File: src/rtl/alt_pkg.sv
package alt_pkg;
  parameter int ALT_PORTS = 3;
  parameter int ALT_MAC_W = 48;
  localparam int ALT_PNUM_W = (ALT_PORTS > 1) ? $clog2(ALT_PORTS) : 1;
  localparam int ALT_MASK_LSB = 66;
  localparam int ALT_ENTRY_W = ALT_MASK_LSB + ALT_PORTS;
  localparam int ALT_WORD_W = 32;
  localparam int ALT_HI_W = ALT_ENTRY_W - 2 * ALT_WORD_W;

  typedef logic [ALT_ENTRY_W-1:0] alt_entry_t;

  typedef enum logic [1:0] {
    KIND_FREE = 2'd0, KIND_ADDR = 2'd1, KIND_VLAN = 2'd2, KIND_VLAN_ADDR = 2'd3
  } alt_kind_e;

  typedef enum logic [1:0] {
    UC_PERSIST = 2'd0, UC_UNTOUCHED = 2'd1, UC_OUI = 2'd2, UC_TOUCHED = 2'd3
  } alt_uc_e;

  function automatic logic [1:0] kind_of(alt_entry_t e);
    return e[61:60];
  endfunction

  function automatic logic [ALT_MAC_W-1:0] mac_of(alt_entry_t e);
    return e[47:0];
  endfunction

  function automatic logic has_addr(alt_entry_t e);
    return (kind_of(e) == KIND_ADDR) || (kind_of(e) == KIND_VLAN_ADDR);
  endfunction

  function automatic logic is_ageable(alt_entry_t e);
    return has_addr(e) && !e[40] &&
           ((e[63:62] == UC_UNTOUCHED) || (e[63:62] == UC_TOUCHED));
  endfunction

  function automatic alt_entry_t build_ucast(logic [ALT_MAC_W-1:0] mac,
                                             logic [ALT_PNUM_W-1:0] port,
                                             logic sec, logic blk);
    alt_entry_t e;
    e = '0;
    e[61:60] = KIND_ADDR;
    e[47:0]  = mac;
    e[63:62] = UC_PERSIST;
    e[64]    = sec;
    e[65]    = blk;
    e[ALT_MASK_LSB +: ALT_PNUM_W] = port;
    return e;
  endfunction

  function automatic alt_entry_t merge_mcast(alt_entry_t old, logic hit,
                                             logic [ALT_MAC_W-1:0] mac,
                                             logic [ALT_PORTS-1:0] mask);
    alt_entry_t e;
    e = hit ? old : '0;
    e[61:60] = KIND_ADDR;
    e[47:0]  = mac;
    e[63:62] = 2'd3;
    e[ALT_MASK_LSB +: ALT_PORTS] = e[ALT_MASK_LSB +: ALT_PORTS] | mask;
    return e;
  endfunction
endpackage

File: src/rtl/alt_store.sv
module alt_store
  import alt_pkg::*;
#(
  parameter int DEPTH = 16,
  parameter int IDX_W = $clog2(DEPTH)
) (
  input  logic             clk,
  input  logic             rst_n,
  input  logic             we,
  input  logic [IDX_W-1:0] wr_idx,
  input  alt_entry_t       wr_entry,
  input  logic [IDX_W-1:0] a_idx,
  output alt_entry_t       a_entry,
  input  logic [IDX_W-1:0] b_idx,
  output alt_entry_t       b_entry
);
  alt_entry_t slots [DEPTH];

  always_ff @(posedge clk or negedge rst_n) begin
    if (!rst_n) begin
      for (int i = 0; i < DEPTH; i++) slots[i] <= '0;
    end else if (we) begin
      slots[wr_idx] <= wr_entry;
    end
  end

  assign a_entry = slots[a_idx];
  assign b_entry = slots[b_idx];
endmodule

File: src/rtl/alt_placer.sv
module alt_placer
  import alt_pkg::*;
#(
  parameter int DEPTH = 16,
  parameter int IDX_W = $clog2(DEPTH)
) (
  input  logic                  clk,
  input  logic                  rst_n,
  input  logic                  en,
  input  logic                  upd_valid,
  input  logic [ALT_MAC_W-1:0]  upd_mac,
  input  logic [ALT_PNUM_W-1:0] upd_port,
  input  logic [ALT_PORTS-1:0]  upd_mask,
  input  logic                  upd_secure,
  input  logic                  upd_blocked,
  input  logic                  clr_req,
  output logic [IDX_W-1:0]      scan_idx,
  input  alt_entry_t            scan_entry,
  output logic                  we,
  output logic [IDX_W-1:0]      wr_idx,
  output alt_entry_t            wr_entry,
  output logic                  busy,
  output logic                  clr_busy,
  output logic                  done,
  output logic                  nospace
);
  typedef enum logic [1:0] {S_IDLE, S_SCAN, S_COMMIT, S_CLEAR} pl_state_e;
  localparam logic [IDX_W-1:0] LAST = IDX_W'(DEPTH - 1);

  pl_state_e             st;
  logic [IDX_W-1:0]      idx;
  logic [ALT_MAC_W-1:0]  cmd_mac;
  logic [ALT_PNUM_W-1:0] cmd_port;
  logic [ALT_PORTS-1:0]  cmd_mask;
  logic                  cmd_sec, cmd_blk;
  logic                  hit_v, free_v, age_v;
  logic [IDX_W-1:0]      hit_idx, free_idx, age_idx;
  alt_entry_t            hit_ent;

  // named internal events
  logic scan_last, accept, clr_start, cmd_mc, slot_found;
  logic [IDX_W-1:0] target_idx;
  alt_entry_t new_ent;

  assign scan_last  = (st == S_SCAN) && (idx == LAST);
  assign clr_start  = clr_req && (st == S_IDLE);
  assign accept     = upd_valid && en && (st == S_IDLE) && !clr_req;
  assign cmd_mc     = cmd_mac[40];
  assign slot_found = hit_v || free_v || age_v;

  always_comb begin
    if (hit_v)       target_idx = hit_idx;
    else if (free_v) target_idx = free_idx;
    else             target_idx = age_idx;
    new_ent = cmd_mc ? merge_mcast(hit_ent, hit_v, cmd_mac, cmd_mask)
                     : build_ucast(cmd_mac, cmd_port, cmd_sec, cmd_blk);
  end

  always_ff @(posedge clk or negedge rst_n) begin
    if (!rst_n) begin
      st <= S_IDLE;
      idx <= '0;
      cmd_mac <= '0;
      cmd_port <= '0;
      cmd_mask <= '0;
      cmd_sec <= 1'b0;
      cmd_blk <= 1'b0;
      hit_v <= 1'b0;
      free_v <= 1'b0;
      age_v <= 1'b0;
      hit_idx <= '0;
      free_idx <= '0;
      age_idx <= '0;
      hit_ent <= '0;
    end else begin
      case (st)
        S_IDLE: begin
          if (clr_start) begin
            st  <= S_CLEAR;
            idx <= '0;
          end else if (accept) begin
            st       <= S_SCAN;
            idx      <= '0;
            cmd_mac  <= upd_mac;
            cmd_port <= upd_port;
            cmd_mask <= upd_mask;
            cmd_sec  <= upd_secure;
            cmd_blk  <= upd_blocked;
            hit_v    <= 1'b0;
            free_v   <= 1'b0;
            age_v    <= 1'b0;
          end
        end
        S_SCAN: begin
          if (!hit_v && has_addr(scan_entry) && (mac_of(scan_entry) == cmd_mac)) begin
            hit_v   <= 1'b1;
            hit_idx <= idx;
            hit_ent <= scan_entry;
          end
          if (!free_v && (kind_of(scan_entry) == KIND_FREE)) begin
            free_v   <= 1'b1;
            free_idx <= idx;
          end
          if (!age_v && is_ageable(scan_entry)) begin
            age_v   <= 1'b1;
            age_idx <= idx;
          end
          if (scan_last) st <= S_COMMIT;
          else           idx <= idx + 1'b1;
        end
        S_COMMIT: st <= S_IDLE;
        S_CLEAR: begin
          if (idx == LAST) st <= S_IDLE;
          else             idx <= idx + 1'b1;
        end
        default: st <= S_IDLE;
      endcase
    end
  end

  assign scan_idx = idx;
  assign we       = ((st == S_COMMIT) && slot_found) || (st == S_CLEAR);
  assign wr_idx   = (st == S_CLEAR) ? idx : target_idx;
  assign wr_entry = (st == S_CLEAR) ? '0 : new_ent;
  assign busy     = (st != S_IDLE);
  assign clr_busy = (st == S_CLEAR);
  assign done     = (st == S_COMMIT) && slot_found;
  assign nospace  = (st == S_COMMIT) && !slot_found;

  // a commit only follows the last slot of a complete walk
  p_commit_after_walk_r12: assert property (@(posedge clk) disable iff (!rst_n)
    (st == S_COMMIT) |-> $past(scan_last));

  // clearing visits consecutive slots, one per clock
  p_clear_consecutive_r5: assert property (@(posedge clk) disable iff (!rst_n)
    (st == S_CLEAR && idx != '0) |-> ($past(st == S_CLEAR) && idx == IDX_W'($past(idx) + 1'b1)));

  // a request during a busy cycle never starts a new walk
  p_no_start_when_busy_r11: assert property (@(posedge clk) disable iff (!rst_n)
    (st != S_IDLE && upd_valid) |=> !(st == S_SCAN && idx == '0));

  // the no-space outcome never writes the table
  p_nospace_no_write_r9: assert property (@(posedge clk) disable iff (!rst_n)
    nospace |-> !we);
endmodule

File: src/rtl/alt_lookup_table.sv
module alt_lookup_table
  import alt_pkg::*;
#(
  parameter int DEPTH = 16,
  parameter int IDX_W = $clog2(DEPTH)
) (
  input  logic                    clk,
  input  logic                    rst_n,
  input  logic                    reg_we,
  input  logic [7:0]              reg_addr,
  input  logic [31:0]             reg_wdata,
  output logic [31:0]             reg_rdata,
  input  logic                    upd_valid,
  input  logic [ALT_MAC_W-1:0]    upd_mac,
  input  logic [ALT_PNUM_W-1:0]   upd_port,
  input  logic [ALT_PORTS-1:0]    upd_mask,
  input  logic                    upd_secure,
  input  logic                    upd_blocked,
  output logic                    upd_busy,
  output logic                    upd_done,
  output logic                    upd_nospace,
  output logic [2*ALT_PORTS-1:0]  port_state
);
  localparam logic [7:0] A_CTRL  = 8'h00;
  localparam logic [7:0] A_TCTL  = 8'h04;
  localparam logic [7:0] A_WHI   = 8'h08;
  localparam logic [7:0] A_WMID  = 8'h0C;
  localparam logic [7:0] A_WLO   = 8'h10;
  localparam logic [7:0] A_PORT0 = 8'h20;

  logic                  ctrl_en, ctrl_vlan;
  logic [ALT_HI_W-1:0]   w_hi;
  logic [31:0]           w_mid, w_lo;
  logic [IDX_W-1:0]      last_idx;
  logic [1:0]            pst [ALT_PORTS];

  logic                  busy, clr_busy, seq_we;
  logic [IDX_W-1:0]      seq_idx, seq_wr_idx, sw_idx;
  alt_entry_t            seq_entry, seq_wr_entry, sw_entry, st_wr_entry;
  logic                  clr_req, sw_load, sw_store, st_we;
  logic [IDX_W-1:0]      st_wr_idx;

  assign sw_idx   = reg_wdata[IDX_W-1:0];
  assign clr_req  = reg_we && (reg_addr == A_CTRL) && reg_wdata[30];
  assign sw_load  = reg_we && (reg_addr == A_TCTL) && !busy && !reg_wdata[31];
  assign sw_store = reg_we && (reg_addr == A_TCTL) && !busy && reg_wdata[31];

  assign st_we       = seq_we || sw_store;
  assign st_wr_idx   = seq_we ? seq_wr_idx : sw_idx;
  assign st_wr_entry = seq_we ? seq_wr_entry : {w_hi, w_mid, w_lo};

  alt_store #(.DEPTH(DEPTH), .IDX_W(IDX_W)) u_store (
    .clk(clk), .rst_n(rst_n),
    .we(st_we), .wr_idx(st_wr_idx), .wr_entry(st_wr_entry),
    .a_idx(seq_idx), .a_entry(seq_entry),
    .b_idx(sw_idx), .b_entry(sw_entry)
  );

  alt_placer #(.DEPTH(DEPTH), .IDX_W(IDX_W)) u_placer (
    .clk(clk), .rst_n(rst_n), .en(ctrl_en),
    .upd_valid(upd_valid), .upd_mac(upd_mac), .upd_port(upd_port),
    .upd_mask(upd_mask), .upd_secure(upd_secure), .upd_blocked(upd_blocked),
    .clr_req(clr_req),
    .scan_idx(seq_idx), .scan_entry(seq_entry),
    .we(seq_we), .wr_idx(seq_wr_idx), .wr_entry(seq_wr_entry),
    .busy(busy), .clr_busy(clr_busy), .done(upd_done), .nospace(upd_nospace)
  );

  always_ff @(posedge clk or negedge rst_n) begin
    if (!rst_n) begin
      ctrl_en   <= 1'b0;
      ctrl_vlan <= 1'b0;
      w_hi      <= '0;
      w_mid     <= '0;
      w_lo      <= '0;
      last_idx  <= '0;
      for (int p = 0; p < ALT_PORTS; p++) pst[p] <= 2'd0;
    end else if (reg_we) begin
      if (reg_addr == A_CTRL) begin
        ctrl_en   <= reg_wdata[31];
        ctrl_vlan <= reg_wdata[2];
      end
      if (sw_load) {w_hi, w_mid, w_lo} <= sw_entry;
      if (sw_load || sw_store) last_idx <= sw_idx;
      if (reg_addr == A_WHI)  w_hi  <= reg_wdata[ALT_HI_W-1:0];
      if (reg_addr == A_WMID) w_mid <= reg_wdata;
      if (reg_addr == A_WLO)  w_lo  <= reg_wdata;
      for (int p = 0; p < ALT_PORTS; p++)
        if (reg_addr == A_PORT0 + 8'(4 * p)) pst[p] <= reg_wdata[1:0];
    end
  end

  always_comb begin
    reg_rdata = '0;
    case (reg_addr)
      A_CTRL:  reg_rdata = {ctrl_en, clr_busy, 27'd0, ctrl_vlan, 2'd0};
      A_TCTL:  reg_rdata = 32'(last_idx);
      A_WHI:   reg_rdata = 32'(w_hi);
      A_WMID:  reg_rdata = w_mid;
      A_WLO:   reg_rdata = w_lo;
      default: begin
        for (int p = 0; p < ALT_PORTS; p++)
          if (reg_addr == A_PORT0 + 8'(4 * p)) reg_rdata = {30'd0, pst[p]};
      end
    endcase
  end

  for (genvar g = 0; g < ALT_PORTS; g++) begin : g_pstate
    assign port_state[2*g +: 2] = pst[g];
  end

  assign upd_busy = busy;

  // port states move only on a register write
  p_port_hold_r3: assert property (@(posedge clk) disable iff (!rst_n)
    !reg_we |=> $stable(port_state));

  // data words move only on a register write
  p_words_hold_r2: assert property (@(posedge clk) disable iff (!rst_n)
    !reg_we |=> $stable({w_hi, w_mid, w_lo}));

  // the table never sees a software store during a busy cycle
  p_sw_store_idle_r11: assert property (@(posedge clk) disable iff (!rst_n)
    (seq_we && reg_we && reg_addr == A_TCTL) |-> !sw_store);
endmodule

File: config.mk
export PLATFORM = sky130hd
export DESIGN_NAME = alt_lookup_table
export DESIGN_NICKNAME = d
export VERILOG_FILES = /design/src/rtl/alt_pkg.sv /design/src/rtl/alt_store.sv /design/src/rtl/alt_placer.sv /design/src/rtl/alt_lookup_table.sv
export SDC_FILE = /design/constraint.sdc
export NUM_CORES = 2
export LEC_CHECK = 0
export CORE_MARGIN = 4
export CORE_UTILIZATION = 40
export DETAILED_ROUTE_END_ITERATION = 10
export DONT_BUFFER_PORTS = 1
export PLACE_DENSITY = 0.56
export SLEW_MARGIN = 20
export SYNTH_ARGS = -nofsm -noshare
export SYNTH_HDL_FRONTEND = slang
export SYNTH_SLANG_ARGS = --single-unit
File: constraint.sdc
create_clock -name clk -period 7.2 [get_ports clk]
set_input_delay 0.72 -clock clk [delete_from_list [all_inputs] [get_ports clk]]
set_output_delay 0.72 -clock clk [all_outputs]
set_load 0.05 [all_outputs]
======== After elaboration in Yosys (flattened, before gate mapping) ========
Index checks and enable logic that the tools add are counted.
word-level totals
  register bits ........................... 1330
  input bits .............................. 99
  output and inout bits ................... 41
  logic and storage cells ................. 181
cells by class
  $add $sub $neg .......................... 1
  magnitude comparators ................... 4
  equality and inequality tests ........... 26
  mux-type cells .......................... 45
  bitwise gates (word level) .............. 5
  reductions and logical operators ........ 61
operator list
  kind                                           count
  bitwise mux 1104 bit                           1
  two-way mux 69 bit                             9
  binary-select mux 69 bit (select 4 bit)        2
  demux 69 bit (select 4 bit)                    1
  two-way mux 32 bit                             6
  one-hot mux 32 bit (5 select lines)            1
  == test 48 bit                                 1
  two-way mux 4 bit                              8
  == test 8 x 6 -> 1 bit, second input constant  3
  AND reduction 2 bit                            11
  logical AND 1 bit                              20
  == test 8 x 4 -> 1 bit, second input constant  2
  AND reduction 4 bit                            4
  >= comparator 5 bit, second input constant     3
  inverter 4 -> 5 bit                            3
  inequality test 2 bit, second input constant   6
  one-hot mux 4 bit (3 select lines)             1
  two-way mux 2 bit                              5
  two-way mux 5 bit                              2
  nonzero test 2 bit                             5
  == test 2 bit, second input constant           4
  == test 8 x 3 -> 1 bit, second input constant  1
  == test 8 x 5 -> 1 bit, second input constant  1
  zero test 1 bit                                8
  other kinds (16)                               34

======== Longest topological paths before layout ========
  depth in word-level cells ............... 11
  depth in mapped cells ................... 15
  depth with buffers taken out ............ 10

======== By module ========
Synthesis repeated with hierarchy kept, for this count alone.
second synthesis, totals
  cells, all modules ...................... 4458
  area, all modules ....................... 67015.5 um2
by module, submodules not included
  module            instances  cells an instance  area each (um2)  sequential area each (um2)
  alt_store         1          3580               57002.2          27626.5
  alt_lookup_table  1          468                5256.3           2026.9
  alt_placer        1          410                4757.1           2327.2

======== Worst setup path before layout ========
Ideal clock, no wire load.
  kind .................................... reg2reg
  start point ............................. register u_placer.idx[0], in the netlist u_placer.scan_idx[0]
  end point ............................... register u_placer.hit_ent[58]
  library setup time ...................... 125 ps
  arrival time ............................ 3250 ps
  required time ........................... 7075 ps
  slack ................................... 3825 ps
  cell stages (with the launch flop) ...... 11
  path buffers ............................ 7
  clock period less this slack ............ 3375 ps
  cell sequence ........................... dfrtp_1 > buf_6 > buf_6 > buf_4 > buf_4 > buf_2 > buf_1 > buf_1 > mux4_2 > mux4_2 > mux2_4
between the ends
  cells in the longest elaborated chain, start to end .. 9
  elaborated cells between the ends (all ways) .. 11
  classes of those cells .................. 3 x eq/ne; 3 x mux; 1 x bitwise; 4 x reduce/logical
RTL lines
  element                                                                 RTL line           source
  from (decl)                                                             alt_placer.sv:31   logic [IDX_W-1:0] idx;
  from (signal assigned)                                                  alt_placer.sv:109  else idx <= idx + 1'b1;
  from (signal assigned)                                                  alt_placer.sv:114  else idx <= idx + 1'b1;
  inverter 4 -> 5 bit (not written as such) *                             alt_store.sv:27    assign a_entry = slots[a_idx];
  binary-select mux 69 bit (select 4 bit) *                               alt_store.sv:27
  two-way mux 69 bit (not written as such) * (2 in a row)                 alt_store.sv:27
  parallel branches: the longest is 5 deep, another holds == test 48 bit  n/a
  to (signal assigned)                                                    alt_placer.sv:98   hit_ent <= scan_entry;
  to (decl)                                                               alt_placer.sv:38   alt_entry_t hit_ent;
Mark *: on every way between the ends. The select of a mux whose other input is x is not followed.
A chain may end at the register's enable or synchronous reset.

======== Final worst setup path ========
  start point ............................. register u_placer.idx[1], in the netlist u_placer.scan_idx[1]
  end point ............................... register u_placer.hit_ent[65]
Same word-level chain as after synthesis.

==> results.sh <==
export IMPL_grt_overflow_total=0
export IMPL_first_iter_violations=5664
export IMPL_start_util_pct=40.46
export IMPL_final_area_um2=72440
export IMPL_setup_viol=0
export IMPL_min_path_type="in2reg"
export IMPL_wl_per_cell_um=30.27
export IMPL_rsz0062_at_grt="no"
export IMPL_critPathCaptureType="flop"
export IMPL_die_x_um=411.9
export IMPL_grt_antenna_before_repair=11
export IMPL_slew_headroom_pct=-28.23
export IMPL_netlist_cell_type_count=69
export IMPL_worst_slack_ns=1.237
export IMPL_clk_latency_ns=0.82
export IMPL_place_ws_ns=1.392
export IMPL_post_cts_setup_buffers=0
export IMPL_syn_num_nets=5960
export IMPL_grt_max_degree=285
export IMPL_ctsHoldBuffers=5
export IMPL_slowest_stage="dfrtp_4"
export IMPL_synthesis_area_um2=65260
export IMPL_synth_largest_area_cell="dfrtp_1"
export IMPL_die_y_um=411.9
export IMPL_p_leak_nw=30.45
export IMPL_async_flop_share_pct=100.0
export IMPL_ant_nets=0
export IMPL_cts_sinks=1278
export IMPL_cts_buffers=148
export IMPL_clock_path_buffers=3
export IMPL_drt_wl_total_um=238300
export IMPL_path_class="reg2reg"
export IMPL_critPathLaunchType="flop"
export IMPL_multi_input_area_um2=31070
export IMPL_grt_usage_pct=28.09
export IMPL_dpl_cell_area_um2=67170
export IMPL_fp_row_count=147
export IMPL_synth_cells=5860
export IMPL_hold_violations=0
export IMPL_drc=0
export IMPL_peakVddDrop_mv=0.2023
export IMPL_fin_crit_sh_pct=82.82
export IMPL_cpPeakStageDelay_ns=0.95
export IMPL_vias=48907
export IMPL_coreArea_um2=161300
export IMPL_clock_skew_ns=0.03865
export IMPL_path_clk_slew_ns=0.07
export IMPL_powerDensity_nw_per_um2=256.6
export IMPL_synth_flop_cell="dfrtp_1"
export IMPL_crit_fanout=33
export IMPL_yosys_warnings=0
export IMPL_cts_resized=0
export IMPL_grt_pass1_vias=47590
export IMPL_firstDrtPassIters=6
export IMPL_htree_levels=4
export IMPL_synth_seq_cells=1278
export IMPL_run_status="complete, but fails checks"
export IMPL_drv_slew=140
export IMPL_area_growth_pct=10.99
export IMPL_synth_top_area_share_pct=49.00
export IMPL_fillers=14923
export IMPL_gp_congestion=0.9365
export IMPL_fin_tns_setup_ns=0
export IMPL_grt_pass1_wl_um=348300
export IMPL_cts_tree="built"
export IMPL_max_cap_viol_count=0
export IMPL_synth_seq_area_share_pct=49.00
export IMPL_synth_area_leaders="dfrtp_1, mux4_2, o21ai_0"
export IMPL_port_buffers=0
export IMPL_timing_critical_path_arrival_ns=6.64
export IMPL_timing_final_crit_period_ns=5.963
export IMPL_max_freq_mhz=167.7
export IMPL_ios=140
export IMPL_holdWs_ns=0.05736
export IMPL_dp_hpwl_um=144600
export IMPL_cp_required_ns=7.87
export IMPL_clockRootBuffer="clkbuf_16"
export IMPL_utilization_pct=44.91
export IMPL_die_area_um2=169700
export IMPL_crit_chain="buf_4 > nor2b_1 > a22oi_1 > o211ai_1 > o2bb2ai_1 > o32ai_1 > o2111ai_1 > nor4_2 > nand4_4 > mux2_4"
export IMPL_ff_latch_area_um2=32000
export IMPL_violations="slew limit"
export IMPL_drt_vias_per_instance=6.214
export IMPL_synth_edf_count=0
export IMPL_nets=5677
export IMPL_worstMarginPinSlew_ns=1.924
export IMPL_synth_avg_cell_area_um2=11.14
export IMPL_drive_above_1_share_pct=19.74
## synthesized netlist by cell type (7+ instances only)
cell / instances
inv_1: 34
buf_1: 71
nor2b_1: 50
mux2i_1: 151
buf_6: 9
o221ai_1: 8
clkbuf_1: 385
o31ai_1: 39
nand3_1: 30
a21oi_1: 412
a222oi_1: 7
o22ai_1: 71
mux2_2: 127
a22o_1: 35
nor2_1: 414
buf_4: 16
buf_2: 84
dfrtp_1: 1278
a221o_1: 7
a221oi_1: 8
a211oi_1: 43
and3_1: 42
o21ai_0: 825
a22oi_1: 40
xor2_1: 8
xnor2_1: 13
and2_1: 9
a31oi_1: 33
mux4_2: 547
mux2_4: 19
nand2_1: 926
nor3_1: 22
nor4_1: 8
nand4_1: 12
## per-stage QoR
stage	power (W)	cells
2_1_floorplan	0.009654	5860
3_3_place_gp	0.01078	7565
3_5_place_dp	0.01081	7579
4_1_cts	0.01863	7852
5_1_grt	0.01914	7862
6_report	0.01859	7871
## report_power, final
part	leakage, nW	switching (W)	internal [W]	total (W)
logic	10.6	0.00174	0.00114	0.00288
registers	17.4	0.000516	0.00735	0.00787
clock network	2.47	0.00328	0.00456	0.00783
total	30.5	0.00554	0.0131	0.0186
## cells in the final DEF, fill, tap and decap left out, types with 40 or more instances in the layout
cell       instances
a211oi_1          43
a21oi_1          389
a22oi_1           40
buf_4             98
clkbuf_16        148
dfrtp_1         1274
mux2_2           127
mux2i_1          151
mux4_2           547
nand2_1          923
nor2_1           413
nor2b_1           50
o21ai_0          825
o22ai_1           71
## metal layers
layer | wire [um] | vias up | part of all wire (%) | global-route usage (%)
met3 | 25280 | 443 | 11 | 8.433
met4 | 9327 | 2 | 3.9 | 10.78
met1 | 99970 | 25389 | 42 | 39.77
met2 | 103700 | 2259 | 44 | 40.74
met5 | 13 | - | 0.0055 | 0
li1 | - | 20814 | - | -
## final timing paths
kind,cells after the start,to,slack [ns],start
min reg2reg,2,u_store.slots[615],0.48,u_store.slots[615]
min in group asynchronous,1,u_store.slots[335],0.26,rst_n
min,1,u_placer.cmd_mac[27],0.06,upd_mac[27]
max in group asynchronous,5,u_store.slots[948],3.76,rst_n
max reg2reg,10,u_placer.hit_ent[65],1.24,u_placer.scan_idx[1]
max,10,u_placer.hit_ent[65],1.24,u_placer.scan_idx[1]
## flip-flops by register name (all words and copies together) (netlist names), 2 cells and up
signal and count:
w_mid 32, w_hi 5, u_placer.scan_idx 4, u_placer.hit_ent 17, u_placer.cmd_mask 3, u_placer.cmd_port 2
u_placer.hit_idx 4, last_idx 4, port_state 6, u_placer.cmd_mac 48, u_placer.free_idx 4, u_store.slots 1104
w_lo 32, u_placer.age_idx 4, u_placer.st 2
## cell families after synthesis
family                     share of synthesized area, %
AOI/OAI and AO/OA                                 13.41
xor gates and xnor gates                         0.2818
adders and majority gates                       0.01917
buffers and inverters                             3.888
DFF                                               49.00
muxes                                             23.86
and+or+nand+nor                                   9.538
## cell type report
class	instances	share of cell area, %
Sequential cell	1278	44.17
Clock buffer	220	5.956
Timing Repair Buffer	135	1.957
Multi-Input combinational cell	3977	42.89
Inverter	37	0.1935
Clock inverter	48	1.043
Tap cell	2160	3.731
Antenna cell	16	0.05527
## worst max-delay path: cells and delay by family (launching register included)
family / cells / cell delay, ns
simple gates: 3 / 2.23
compound gates: 5 / 1.48
flops: 1 / 0.95
mux: 1 / 0.64
buf+inv: 1 / 0.48
(Power assumes the default switching activity.)
